File: src/rtl/uart_rx_flag_pkg.sv
package uart_rx_flag_pkg;
  localparam int unsigned NUM_FLAGS = 5;
  localparam int unsigned STAT_W    = 8;

  // internal flag vector order
  localparam int unsigned IDX_PE  = 0;
  localparam int unsigned IDX_FE  = 1;
  localparam int unsigned IDX_NF  = 2;
  localparam int unsigned IDX_OR  = 3;
  localparam int unsigned IDX_RDY = 4;

  // status register positions (decoded by software)
  localparam int unsigned BIT_PE  = 0;
  localparam int unsigned BIT_FE  = 1;
  localparam int unsigned BIT_NF  = 2;
  localparam int unsigned BIT_OR  = 3;
  localparam int unsigned BIT_RDY = 5;

  function automatic logic [STAT_W-1:0] pack_status(input logic [NUM_FLAGS-1:0] f);
    logic [STAT_W-1:0] s;
    s          = '0;
    s[BIT_PE]  = f[IDX_PE];
    s[BIT_FE]  = f[IDX_FE];
    s[BIT_NF]  = f[IDX_NF];
    s[BIT_OR]  = f[IDX_OR];
    s[BIT_RDY] = f[IDX_RDY];
    return s;
  endfunction
endpackage

File: src/rtl/rx_frame_eval.sv
module rx_frame_eval #(
  parameter int unsigned DATA_W = 8
) (
  input  logic [DATA_W-1:0] data_i,
  input  logic              par_i,
  input  logic              par_en_i,
  input  logic              par_odd_i,
  input  logic              stop_i,
  input  logic              noise_i,
  output logic              pe_o,
  output logic              fe_o,
  output logic              nf_o
);
  logic ones_odd;

  always_comb begin
    ones_odd = (^data_i) ^ par_i;
    // even type wants an even total, odd type an odd total
    pe_o     = par_en_i && (ones_odd != par_odd_i);
    fe_o     = !stop_i;
    nf_o     = noise_i;
  end
endmodule

File: src/rtl/rx_data_hold.sv
module rx_data_hold #(
  parameter int unsigned DATA_W = 8
) (
  input  logic              clk_i,
  input  logic              rst_ni,
  input  logic              valid_i,
  input  logic [DATA_W-1:0] data_i,
  input  logic              ready_i,
  input  logic              fe_pend_i,
  output logic              accept_o,
  output logic              overrun_o,
  output logic [DATA_W-1:0] data_o
);
  logic [DATA_W-1:0] data_q;

  always_comb begin
    overrun_o = valid_i && ready_i;
    accept_o  = valid_i && !ready_i && !fe_pend_i;
  end

  always_ff @(posedge clk_i or negedge rst_ni) begin
    if (!rst_ni)       data_q <= '0;
    else if (accept_o) data_q <= data_i;
  end

  assign data_o = data_q;
endmodule

File: src/rtl/rx_flag_cell.sv
module rx_flag_cell (
  input  logic clk_i,
  input  logic rst_ni,
  input  logic set_i,
  input  logic stat_rd_i,
  input  logic data_rd_i,
  output logic flag_o
);
  logic flag_q, arm_q;
  logic flag_d, arm_d;

  always_comb begin
    // a set in the same cycle wins over a clear
    flag_d = flag_q;
    if (data_rd_i && arm_q) flag_d = 1'b0;
    if (set_i)              flag_d = 1'b1;

    arm_d = data_rd_i ? 1'b0 : arm_q;
    if (stat_rd_i && flag_q) arm_d = 1'b1;
  end

  always_ff @(posedge clk_i or negedge rst_ni) begin
    if (!rst_ni) begin
      flag_q <= 1'b0;
      arm_q  <= 1'b0;
    end else begin
      flag_q <= flag_d;
      arm_q  <= arm_d;
    end
  end

  assign flag_o = flag_q;
endmodule

File: src/rtl/uart_rx_flag_ctrl.sv
module uart_rx_flag_ctrl
  import uart_rx_flag_pkg::*;
#(
  parameter int unsigned DATA_W = 8
) (
  input  logic              clk_i,
  input  logic              rst_ni,
  input  logic              frame_valid_i,
  input  logic [DATA_W-1:0] frame_data_i,
  input  logic              frame_noise_i,
  input  logic              frame_stop_i,
  input  logic              frame_par_i,
  input  logic              par_en_i,
  input  logic              par_odd_i,
  input  logic              stat_rd_i,
  input  logic              data_rd_i,
  output logic [7:0]        stat_o,
  output logic [DATA_W-1:0] data_o
);
  logic [NUM_FLAGS-1:0] flags;
  logic [NUM_FLAGS-1:0] set_vec;
  logic accept, overrun;
  logic pe_chk, fe_chk, nf_chk;

  rx_frame_eval #(.DATA_W(DATA_W)) i_eval (
    .data_i    (frame_data_i),
    .par_i     (frame_par_i),
    .par_en_i  (par_en_i),
    .par_odd_i (par_odd_i),
    .stop_i    (frame_stop_i),
    .noise_i   (frame_noise_i),
    .pe_o      (pe_chk),
    .fe_o      (fe_chk),
    .nf_o      (nf_chk)
  );

  rx_data_hold #(.DATA_W(DATA_W)) i_hold (
    .clk_i     (clk_i),
    .rst_ni    (rst_ni),
    .valid_i   (frame_valid_i),
    .data_i    (frame_data_i),
    .ready_i   (flags[IDX_RDY]),
    .fe_pend_i (flags[IDX_FE]),
    .accept_o  (accept),
    .overrun_o (overrun),
    .data_o    (data_o)
  );

  // error flags only follow an accepted frame
  always_comb begin
    set_vec          = '0;
    set_vec[IDX_RDY] = accept;
    set_vec[IDX_OR]  = overrun;
    set_vec[IDX_NF]  = accept && nf_chk;
    set_vec[IDX_FE]  = accept && fe_chk;
    set_vec[IDX_PE]  = accept && pe_chk;
  end

  for (genvar g = 0; g < NUM_FLAGS; g++) begin : g_flag
    rx_flag_cell i_cell (
      .clk_i     (clk_i),
      .rst_ni    (rst_ni),
      .set_i     (set_vec[g]),
      .stat_rd_i (stat_rd_i),
      .data_rd_i (data_rd_i),
      .flag_o    (flags[g])
    );
  end

  assign stat_o = pack_status(flags);
endmodule

File: config.mk
export PLATFORM = sky130hd
export DESIGN_NAME = uart_rx_flag_ctrl
export DESIGN_NICKNAME = d
export VERILOG_FILES = /design/src/rtl/uart_rx_flag_pkg.sv /design/src/rtl/rx_frame_eval.sv /design/src/rtl/rx_data_hold.sv /design/src/rtl/rx_flag_cell.sv /design/src/rtl/uart_rx_flag_ctrl.sv
export SDC_FILE = /design/constraint.sdc
export NUM_CORES = 1
export LEC_CHECK = 0
export BUFFER_PORTS_ARGS = -buffer_cell sky130_fd_sc_hd__buf_4
export CAP_MARGIN = 0
export CORE_MARGIN = 2
export CORE_UTILIZATION = 30
export CTS_BUF_LIST = sky130_fd_sc_hd__clkbuf_4
export DETAILED_ROUTE_END_ITERATION = 10
export GPL_ROUTABILITY_DRIVEN = 0
export HOLD_SLACK_MARGIN = 0.02
export PLACE_DENSITY = 0.64
export SYNTH_ARGS = -nofsm -noshare
export SYNTH_HDL_FRONTEND = slang
export SYNTH_HIERARCHICAL = 1
export SYNTH_SLANG_ARGS = --single-unit
File: constraint.sdc
create_clock -name clk_i -period 2.4 [get_ports clk_i]
set_input_delay 0.24 -clock clk_i [delete_from_list [all_inputs] [get_ports clk_i]]
set_output_delay 0.24 -clock clk_i [all_outputs]
set_load 0.05 [all_outputs]
# Word level (Yosys, flattened, before mapping)
# Cells that the tools add are included.
# Widths: inputs -> output; s select.
[word_totals]
register_bits = 18
in_bits = 18
out_inout_bits = 16
[op_classes]
bitwise = 1
muxes = 16
eq_ne = 1
n_reduce_logical = 31
[ops]
columns = ["cell", "count"]
rows = [
  ["$reduce_bool 2->1", 10],
  ["$logic_and 1x1->1", 17],
  ["$mux 1", 16],
  ["$reduce_xor 8->1", 1],
  ["$logic_not 1->1", 3],
  ["$ne 1x1->1", 1],
  ["$xor 1x1->1", 1],
]

# Depth between registers and ports, before layout
# Gate-level depths: netlist of the first run.
[logic_depth]
word_depth = 6
depth_mapped = 6

# Hierarchy
# The synthesis of the first run kept the hierarchy.
[by_module_without_submodules]
columns = ["mod", "instances", "cells_each", "area_per_inst_um2", "seq_area_each_um2"]
rows = [
  ["rx_flag_cell", 5, 7, 73.8, 50.0],
  ["rx_data_hold", 1, 19, 351.6, 200.2],
  ["rx_frame_eval", 1, 11, 101.3, 0.0],
  ["uart_rx_flag_ctrl", 1, 7, 45.0, 0.0],
]

# Least setup slack after synthesis of the first run
# OpenSTA, ideal clock, no wires.
[synth_path]
path_type = "register to register"
startpoint = "reg g_flag[4].i_cell.flag_q"
endpoint = "reg i_hold.data_q[0], in the netlist i_hold/data_o[0]"
path_buffers = 1
slack_ns = 0.965
setup_time_ns = 0.125
stages_incl_launch_ff = 4
period_less_slack_ns = 1.435
arrival_time_ns = 1.309
cell_sequence = "dfrtp_1 nor3b_2 buf_6 mux2_4"
[synth_via]
elab_chain_len = 3
[synth_rtl]
columns = ["item", "line", "rtl"]
rows = [
  ["start, declared", "rx_flag_cell.sv:9", "logic flag_q, arm_q;"],
  ["start signal, assigned", "rx_flag_cell.sv:27", "flag_q <= flag_d;"],
  ["$logic_not 1->1", "rx_data_hold.sv:18", "accept_o = valid_i && !ready_i && !fe_pend_i;"],
  ["$logic_and 1x1->1 (2 in a row)", "rx_data_hold.sv:18", ""],
  ["named net accept", "uart_rx_flag_ctrl.sv:22", "logic accept, overrun;"],
  ["end signal, assigned", "rx_data_hold.sv:23", "else if (accept_o) data_q <= data_i;"],
  ["end, declared", "rx_data_hold.sv:14", "logic [DATA_W-1:0] data_q;"],
]
# The timed path passes the listed nets, and every way through them passes these cells.
# A chain may end at the register's enable or synchronous reset.

# Worst setup path after layout of the first run
[layout_path]
startpoint = "in frame_data_i[7]"
endpoint = "reg g_flag[0].i_cell.flag_q"
[layout_via]
elab_chain_len = 6
[layout_rtl]
columns = ["item", "line", "rtl"]
rows = [
  ["start, declared", "uart_rx_flag_ctrl.sv:9", "input logic [DATA_W-1:0] frame_data_i,"],
  ["$reduce_xor 8->1 (*)", "rx_frame_eval.sv:17", "ones_odd = (^data_i) ^ par_i;"],
  ["$xor 1x1->1 (*)", "rx_frame_eval.sv:17", ""],
  ["$ne 1x1->1 (*)", "rx_frame_eval.sv:19", "pe_o = par_en_i && (ones_odd != par_odd_i);"],
  ["$logic_and 1x1->1 (*)", "rx_frame_eval.sv:19", ""],
  ["named net pe_chk", "uart_rx_flag_ctrl.sv:23", "logic pe_chk, fe_chk, nf_chk;"],
  ["$logic_and 1x1->1 (*)", "uart_rx_flag_ctrl.sv:56", "set_vec[IDX_PE] = accept && pe_chk;"],
  ["named net set_vec[0]", "uart_rx_flag_ctrl.sv:21", "logic [NUM_FLAGS-1:0] set_vec;"],
  ["$mux 1 or $reduce_bool 2->1 (tied branches)", "n/a", ""],
  ["end signal, assigned", "rx_flag_cell.sv:27", ""],
  ["end, declared", "rx_flag_cell.sv:9", ""],
]
# The timed path passes the listed nets; every way through them passes the cells marked *.

==> impl_metrics.toml, run 1 <==
[setup_path]
cp_common_cell = "and2_1"
path_buf_inv = 1
cp.required_ns = 2.60
crit_type = "primary input to flip-flop"
cp_max_fo = 2
critPathMaxStageDelay_ns = 0.42
slowest_stage = "xnor3_1"
cp_top_family = "XOR/XNOR gates"
worstSetupEndpointType = "flip-flop"
crit_chain = "buf_4, xor2_1, xnor3_1, xnor2_1, and2_1, and2_1, a21o_1"
critical_path_arrival_ns = 1.50
cp-start-kind = "primary input"

[route]
detail-route-antenna-nets = 0
wl_per_cell_um = 11.8
drt-total-wl_um = 1610
drt_iter0_drc = 10
drt_first_pass_iters = 3
vias = 584
drc = 0
viasPerCell = 4.29

[sta]
drv_slew = 0
holdWs_ns = 0.180
fmax_mhz = 773
setup_violations = 0
fin_setup_tns_ns = 0
clock_skew_ns = 0.0101
finalHoldViolCount = 0
fin_crit_sh_pct = 53.9
period_minus_slack_ns = 1.29
rsz0062_at_grt = "false"

[pwr]
fin_total_pwr_mw = 1.61
switching_power_mw = 0.751
pwr-share-comb_pct = 56.6
power_frac_clock_pct = 9.7
ir_worst_vdd_mv = 1.04
cellPowerDensity_nw_per_um2 = 1410
sw_frac_of_total_pct = 46.6
p_seq_share_pct = 33.7
p_int_mw = 0.861
power.static_leakage_nw = 0.594

[synthesis]
ys_types = 15
synth_edf_count = 0
ys.flop_type = "dfrtp_1"
syn_area_um2 = 867
synth_most_common_cell = "dfrtp_1"
synthArstFlopShare_pct = 100
synth_cells = 72
ys_seq_area_share_pct = 51.9
synth.avg_cell_area_um2 = 12.0
yosys-top-cells-area = "dfrtp_1 (52%), mux2_4 (14%), xnor2_1 (5.1%)"
synth_top_area_share_pct = 51.9
synth_top_cell_by_area = "dfrtp_1"
synth-seq-cells = 18
yosysWarnings = 6
netlist_top_cells_count = "dfrtp_1 (18), nand2_1 (10), mux2_4 (8)"

[cts]
path_clk_slew_ns = 0.11
cts_tree = "yes"
cts_max_path_buffers = 2
htreeDepth = 1
cts_root_buf = "clkbuf_4"
clock_sinks = 18
numCtsBuffers = 3
clock_latency_ns = 0.30
cts-resized-gates = 0

[flow_run]
cap_violations = 0

[global_routing]
grt_pass1_wl_um = 2730
antenna_found_initial = 0
grt_usage_pct = 11.0
grt_start_max_net_pins = 19
grt_pass1_vias = 601
overflow = 0

[run_status]
outcome = "completed"

[final_layout]
diodes = 0
area_growth_pct = 31.6
fin_nets = 124
fin_util_pct = 41.4
drive_above_1_share_pct = 41.9

[die]
start_util_pct = 31.4
fp.dieArea_um2 = 3340
die_h_um = 57.8
core_area_um2 = 2760
boundaryPins = 34
rows = 19
die_w_um = 57.8

[worst_hold_path]
hp-class = "primary input to flip-flop"

[place]
hpwlAfterDp_um = 1210
io_buffers = 30
==> power by group through the flow <==
stage	Combinational [mW]	Clock [mW]	Sequential, mW
floorplan	0.283	0	0.924
global placement	0.907	0	0.544
detailed placement	0.921	0	0.552
CTS	0.924	0.163	0.548
global route	0.964	0.179	0.567
finish	0.913	0.156	0.544
==> area by class of cell <==
type,instances,area [µm²]
clock buffers,3,22.5
clock inverters,1,3.75
fillers,285,1620
inverters,6,22.5
multi-input cells,45,360
flip-flops and latches,18,450
well taps,31,38.8
repair buffers,32,243
==> through the flow <==
step	setup slack, ns	area (µm²)	cells
global route	1.05	1140	136
global placement	0.805	1100	131
finish	1.11	1140	136
CTS	1.09	1140	136
floorplan	0.965	875	74
detailed placement	0.777	1100	131
==> registers in the layout, summed over array words and instances, names as in the netlist <==
| register | flops |
|---|---|
| i_hold/data_o | 8 |
| g_flag.i_cell/arm_q | 5 |
| g_flag.i_cell/flag_o | 5 |
==> cell usage in the layout (no fill, tap or decap) <==
master	n
and2_1	4
dfrtp_1	18
buf_4	31
xnor2_1	5
conb_1	3
xor2_1	2
a21o_1	5
clkinv_1	1
nor3b_2	1
nand2_1	10
inv_1	6
dlygate4sd3_1	1
and2_2	1
xnor3_1	1
clkbuf_4	3
mux2_4	8
o21ai_0	5
==> per-layer routing <==
layer / GRT usage, % / part of all wire (%)
met1: 12.6 / 45
met2: 17.9 / 49
met3: 3.79 / 6.2
met4: 5.98 / 0
met5: 0 / 0
==> worst register-to-register path, stage by stage (launching register included) <==
cell,delay [ns]
dfrtp_1,0.44
nor3b_2,0.18
buf_4,0.24
mux2_4,0.32
==> what timing repair did <==
item,4_1_cts,5_1_grt
setup buffers,0,0
hold buffers,1,0
hold endpoints to repair,18,0
==> cells by family after synthesis <==
logic type / Yosys count / synth area share, %
AO/OA/AOI/OAI: 10 / 7.22
buffers and inverters: 11 / 7.36
other: 1 / 0.432
XOR/XNOR: 8 / 9.67
AND/OR/NAND/NOR: 16 / 9.52
flip-flops: 18 / 51.9
multiplexers: 8 / 13.9
==> path summary, 6_finish.rpt <==
path	from	to	slack (ns)	cells after the start
worst min register to register	g_flag[2].i_cell/flag_o	g_flag[2].i_cell/flag_o	0.52	1
max in group asynchronous	rst_ni	g_flag[4].i_cell/flag_o	1.88	2
worst min-delay path	frame_data_i[5]	i_hold/data_o[5]	0.18	2
worst max register to register	g_flag[4].i_cell/flag_o	i_hold/data_o[4]	1.11	3
worst max-delay path	frame_data_i[7]	g_flag[0].i_cell/flag_o	1.11	7
min in group asynchronous	rst_ni	i_hold/data_o[0]	0.32	2
Power figures use the tool's default switching activity.
==> inputs of run 2 (changes only) <==
--- a/config.mk
+++ b/config.mk
@@ -5,6 +5,7 @@
 export SDC_FILE = /design/constraint.sdc
 export NUM_CORES = 1
 export LEC_CHECK = 0
+export ABC_AREA = 1
 export BUFFER_PORTS_ARGS = -buffer_cell sky130_fd_sc_hd__buf_4
 export CAP_MARGIN = 0
 export CORE_MARGIN = 2
@@ -13,7 +14,7 @@
 export DETAILED_ROUTE_END_ITERATION = 10
 export GPL_ROUTABILITY_DRIVEN = 0
 export HOLD_SLACK_MARGIN = 0.02
-export PLACE_DENSITY = 0.64
+export PLACE_DENSITY = 0.62
 export SYNTH_ARGS = -nofsm -noshare
 export SYNTH_HDL_FRONTEND = slang
 export SYNTH_HIERARCHICAL = 1
==> constraint.sdc (replaced) <==
create_clock -name clk_i -period 1.3 [get_ports clk_i]
set_input_delay 0.13 -clock clk_i [delete_from_list [all_inputs] [get_ports clk_i]]
set_output_delay 0.13 -clock clk_i [all_outputs]
set_load 0.05 [all_outputs]
==> run 2 against run 1 <==
Via count up 45%; area after synthesis up 13%; global-route usage rose by 0.66 points; routed wire length is 25% higher; count of clock-buffer cells in the layout is the same; hold slack got worse by 0.089 ns; clock power grew 80%.
==> impl_metrics.toml, run 2 <==
[synthesis]
synth_cells = 128
synthArstFlopShare_pct = 100
ys_seq_area_share_pct = 45.8
yosysWarnings = 6
yosys-top-cells-area = "dfrtp_1 (46%), nand2_1 (19%), inv_1 (8.8%)"
syn_area_um2 = 983
synth_top_area_share_pct = 45.8
netlist_top_cells_count = "nand2_1 (49), inv_1 (23), dfrtp_1 (18)"
synth_top_cell_by_area = "dfrtp_1"
synth.avg_cell_area_um2 = 7.68
synth-seq-cells = 18
synth_most_common_cell = "nand2_1"
ys.flop_type = "dfrtp_1"
synth_edf_count = 0
ys_types = 17

[cts]
path_clk_slew_ns = 0.10
cts_max_path_buffers = 2
cts_tree = "yes"
numCtsBuffers = 3
cts_root_buf = "clkbuf_4"
htreeDepth = 1
clock_sinks = 18
cts_setup_buffers = 0
clock_latency_ns = 0.29

[final_layout]
layout_commonest_cell = "nand2_1"
fin_util_pct = 41.2
fin_nets = 179
largest_reg_flops = 8
fin_cells = 204
final_cell_mix = "nand2_1 (49), buf_4 (30), inv_1 (23), dfrtp_1 (16), nand4_1 (8)"
drive_above_1_share_pct = 30.0
area_growth_pct = 29.0
diodes = 0
fin_area_um2 = 1270

[route]
drt_iter0_drc = 58
drt_first_pass_iters = 4
vias = 844
drc = 0
detail-route-antenna-nets = 0
wl_per_cell_um = 9.83
dr_wl_met3_um = 134
met2WireLength_um = 899
viasPerCell = 4.14
wl_met1_um = 966
drt-total-wl_um = 2010
routed.top_layer = "met4"

[pwr]
p_seq_share_pct = 34.4
fin_total_pwr_mw = 2.91
pwr-share-comb_pct = 55.9
cellPowerDensity_nw_per_um2 = 2290
sw_frac_of_total_pct = 51.8
power_frac_clock_pct = 9.7
p_int_mw = 1.40
ir_worst_vdd_mv = 0.655
switching_power_mw = 1.51
power.static_leakage_nw = 0.730

[die]
die_h_um = 61.3
boundaryPins = 34
fp.dieArea_um2 = 3750
start_util_pct = 32.0
die_w_um = 61.3
rows = 20
core_area_um2 = 3080

[sta]
setup_violations = 0
fmax_mhz = 852
fin_setup_tns_ns = 0
postLayoutSetupSlackWorst_ns = 0.127
drv_slew = 0
fin_crit_sh_pct = 90.2
finalHoldViolCount = 0
rsz0062_at_grt = "false"
clock_skew_ns = 0.00579
period_minus_slack_ns = 1.17
holdWs_ns = 0.0912

[global_routing]
grt_pass1_vias = 726
antenna_found_initial = 0
grt_start_max_net_pins = 19
overflow = 0
grt_usage_pct = 11.6
grt_pass1_wl_um = 3240

[run_status]
outcome = "completed"

[place]
dp_cells = 199
hpwlAfterDp_um = 1600
place_ws_ns = 0.142
place_area_um2 = 1230
io_buffers = 30

[flow_run]
cap_violations = 0

[setup_path]
critical_path_arrival_ns = 1.40
cp_max_fo = 9
crit_type = "flip-flop to flip-flop"
cp.required_ns = 1.53
cp-start-kind = "flip-flop"
worstSetupEndpointType = "flip-flop"

[worst_hold_path]
hp-class = "primary input to flip-flop"
## run 2: changes by cell type after synthesis, sizes merged, moves of 3 or more
cell,change
inv,+19
nand4,+8
and2,-5
a21o,-5
nand2,+44
nand3,+6
mux2,-8
xnor2,-3
## run 2: layer usage
metal / vias up / track usage (%)
met2: 29 / 18.7
met5: - / 0
met1: 366 / 15.6
li1: 447 / -
met3: 2 / 3.15
met4: 0 / 2.80
## run 2: worst max-delay path, stage by stage (launching register included)
cell	delay [ns]
dfrtp_2	0.45
inv_2	0.17
nand3_4	0.14
inv_1	0.16
nand2_1	0.07
inv_1	0.05
inv_1	0.03
nand2_1	0.05
## run 2: cell families after synthesis
kind of cell,after synthesis,synth area share (%)
AO/OA/AOI/OAI,6,4.96
AND/OR/NAND/NOR,70,32.4
flip-flops,18,45.8
buffers and inverters,30,13.7
other,1,0.381
XOR/XNOR,3,2.67
## run 2: final cells by class
class	instances	area, µm²
Fill cell	327	1810
Clock inverter	1	3.75
Sequential cell	18	453
Inverter	25	93.8
Timing Repair Buffer	31	235
Tap cell	44	55.1
Clock buffer	3	22.5
Multi-Input combinational cell	82	405
## run 2: path summary, 6_finish.rpt
kind	end	slack (ns)	cells past startpoint	from
worst max-delay path	g_flag[0].i_cell/flag_o	0.13	7	g_flag[1].i_cell/flag_o
worst min-delay path	g_flag[4].i_cell/arm_q	0.09	3	stat_rd_i
worst max register to register	g_flag[0].i_cell/flag_o	0.13	7	g_flag[1].i_cell/flag_o
worst min register to register	i_hold/data_o[0]	0.49	2	i_hold/data_o[0]
max in group asynchronous	g_flag[4].i_cell/flag_o	0.85	2	rst_ni
min in group asynchronous	g_flag[3].i_cell/arm_q	0.23	2	rst_ni
## run 2: power by group through the flow
stage | Sequential, mW | Combinational [mW] | Clock, mW
4_1_cts | 1.01 | 1.64 | 0.292
3_5_place_dp | 1.01 | 1.65 | 0
6_report | 1.00 | 1.63 | 0.281
5_1_grt | 1.04 | 1.75 | 0.324
2_1_floorplan | 1.66 | 0.490 | 0
3_3_place_gp | 1.00 | 1.63 | 0
## run 2: repair_timing
action,4_1_cts,5_1_grt
endpoints found under the hold margin,18,0
gates resized for setup,0,0
hold buffers,1,0
==> inputs of run 3 (changes only) <==
--- a/config.mk
+++ b/config.mk
@@ -14,7 +14,7 @@
 export DETAILED_ROUTE_END_ITERATION = 10
 export GPL_ROUTABILITY_DRIVEN = 0
 export HOLD_SLACK_MARGIN = 0.02
-export PLACE_DENSITY = 0.62
+export PLACE_DENSITY = 0.64
 export SYNTH_ARGS = -nofsm -noshare
 export SYNTH_HDL_FRONTEND = slang
 export SYNTH_HIERARCHICAL = 1
==> constraint.sdc (replaced) <==
create_clock -name clk_i -period 0.9 [get_ports clk_i]
set_input_delay 0.09 -clock clk_i [delete_from_list [all_inputs] [get_ports clk_i]]
set_output_delay 0.09 -clock clk_i [all_outputs]
set_load 0.05 [all_outputs]
==> run 3 against run 2 <==
The flow now finishes with violations (setup timing); design area rose by 20%; via count rose by 16%; clock power rose by 47%; sequential power rose by 43%; register-to-register slack got worse by 0.28 ns; count of clock-buffer cells in the layout did not move; flip-flop and latch count did not move; clock skew fell by 0.00070 ns; final cell count rose by 9.8%; critical path type is now flip-flop to output port; critical endpoint is now stat_o[1]; largest power group unchanged.
==> impl_metrics.toml, run 3 (synthesized netlist as in run 2, its figures left out) <==
[global_routing]
grt_usage_pct = 14.1
grt_pass1_wl_um = 3960
overflow = 0
grt_pass1_vias = 943
grt_start_max_net_pins = 19
antenna_found_initial = 0

[final_layout]
area_growth_pct = 54.7
final_cell_mix = "nand2_1 (44), buf_4 (30), inv_1 (20), buf_6 (18), dfrtp_1 (16)"
largest_reg_flops = 8
diodes = 0
multi_input_area_um2 = 418
drive_above_1_share_pct = 42.2
nFillCells = 329
seqCellArea_um2 = 453
fin_nets = 199
layout_commonest_cell = "nand2_1"

[cts]
numCtsBuffers = 3
clock_latency_ns = 0.29
cts_max_path_buffers = 2
path_clk_slew_ns = 0.10
htreeDepth = 1
cts_root_buf = "clkbuf_4"
cts_tree = "yes"
clock_sinks = 18

[place]
io_buffers = 30
hpwlAfterDp_um = 1710
place_ws_ns = -0.185

[run_status]
outcome = "finished, violations left"
violations = "setup timing"

[sta]
finalHoldViolCount = 0
drv_slew = 0
period_minus_slack_ns = 1.08
fin_crit_sh_pct = 120
fmax_mhz = 928
rsz0062_at_grt = "true"
clock_skew_ns = 0.00510
setup_violations = 27
postLayoutSetupSlackWorst_ns = -0.178

[pwr]
fin_total_pwr_mw = 5.32
power.static_leakage_nw = 0.852
ir_worst_vdd_mv = 1.45
cellPowerDensity_nw_per_um2 = 3490

[worst_hold_path]
hp-class = "primary input to flip-flop"
min_from = "stat_rd_i"

[die]
core_area_um2 = 3080
die_w_um = 61.3
rows = 20
start_util_pct = 32.0
boundaryPins = 34
die_h_um = 61.3
fp.dieArea_um2 = 3750

[setup_path]
cp-start-kind = "flip-flop"
cp_max_fo = 2
r2r-start = "g_flag[4].i_cell/flag_o"
cp.required_ns = 0.81
crit_type = "flip-flop to output port"
startpoint = "g_flag[1].i_cell/flag_o"
slowest_stage = "dfrtp_2"
worstSetupEndpointType = "output port"
critPathMaxStageDelay_ns = 0.43
critical_path_arrival_ns = 0.99
crit_chain = "buf_6, buf_8"

[flow_run]
cap_violations = 0

[route]
wl_per_cell_um = 10.9
drc = 0
detail-route-antenna-nets = 0
dr_wl_met3_um = 183
met2WireLength_um = 1280
drt_first_pass_iters = 4
drt-total-wl_um = 2440
vias = 978
viasPerCell = 4.37
drt_iter0_drc = 43
wl_met1_um = 977
routed.top_layer = "met3"
[run 3: critical path, delay by kind of cell, from the launching register on]
family	cells	cell delay [ns]
buf+inv	2	0.26
flops	1	0.43
[run 3: layer usage]
| layer | global-route usage (%) | vias up |
|---|---|---|
| met5 | 0 | - |
| met4 | 0.932 | 0 |
| met3 | 5.46 | 0 |
| met1 | 16.3 | 461 |
| li1 | - | 487 |
| met2 | 25.8 | 30 |
[run 3: final cells by class]
cell class / count / area share (%)
Clock buffer: 3 / 1.48
Clock inverter: 1 / 0.247
Inverter: 25 / 6.66
Multi-Input combinational cell: 82 / 27.5
Sequential cell: 18 / 29.8
Tap cell: 44 / 3.62
Timing Repair Buffer: 51 / 30.8
[run 3: repair_timing]
action,in CTS,in global routing
cloned,0,0
buffers inserted,9,5
hold buffers,1,0
pin swaps,1,3
gates resized for setup,21,9
setup endpoints to repair,24,28
hold endpoints to repair,18,0
[run 3: per-stage QoR]
| stage | cell area (µm²) | util [%] | hold slack [ns] | TNS [ns] | cells |
|---|---|---|---|---|---|
| 2_1_floorplan | 998 | - | -0.206 | -1.51 | 130 |
| 3_3_place_gp | 1280 | 41.7 | -0.0315 | -0.220 | 205 |
| 3_5_place_dp | 1280 | 41.7 | -0.0266 | -0.321 | 205 |
| 4_1_cts | 1460 | 47.6 | 0.0339 | -2.63 | 219 |
| 5_1_grt | 1520 | 49.4 | 0.0408 | -4.07 | 224 |
| 6_report | 1520 | 49.4 | 0.0503 | -2.69 | 224 |
[run 3: final timing paths]
kind,slack (ns),cells after the start,to
setup / recovery,-0.18,2,stat_o[1]
hold / removal,0.05,3,g_flag[4].i_cell/arm_q
setup reg to reg,-0.15,6,i_hold/data_o[7]
hold reg to reg,0.51,2,i_hold/data_o[0]
max in group asynchronous,0.49,2,g_flag[1].i_cell/flag_o
min in group asynchronous,0.20,2,g_flag[3].i_cell/arm_q
[run 3: report_power, final]
group          total, mW  internal (mW)  switching (mW)  leakage (nW)
clock              0.412          0.161           0.250        0.0154
sequential          1.43           1.18           0.249         0.220
combinational       3.47           1.50            1.97         0.617
total               5.32           2.84            2.47         0.852
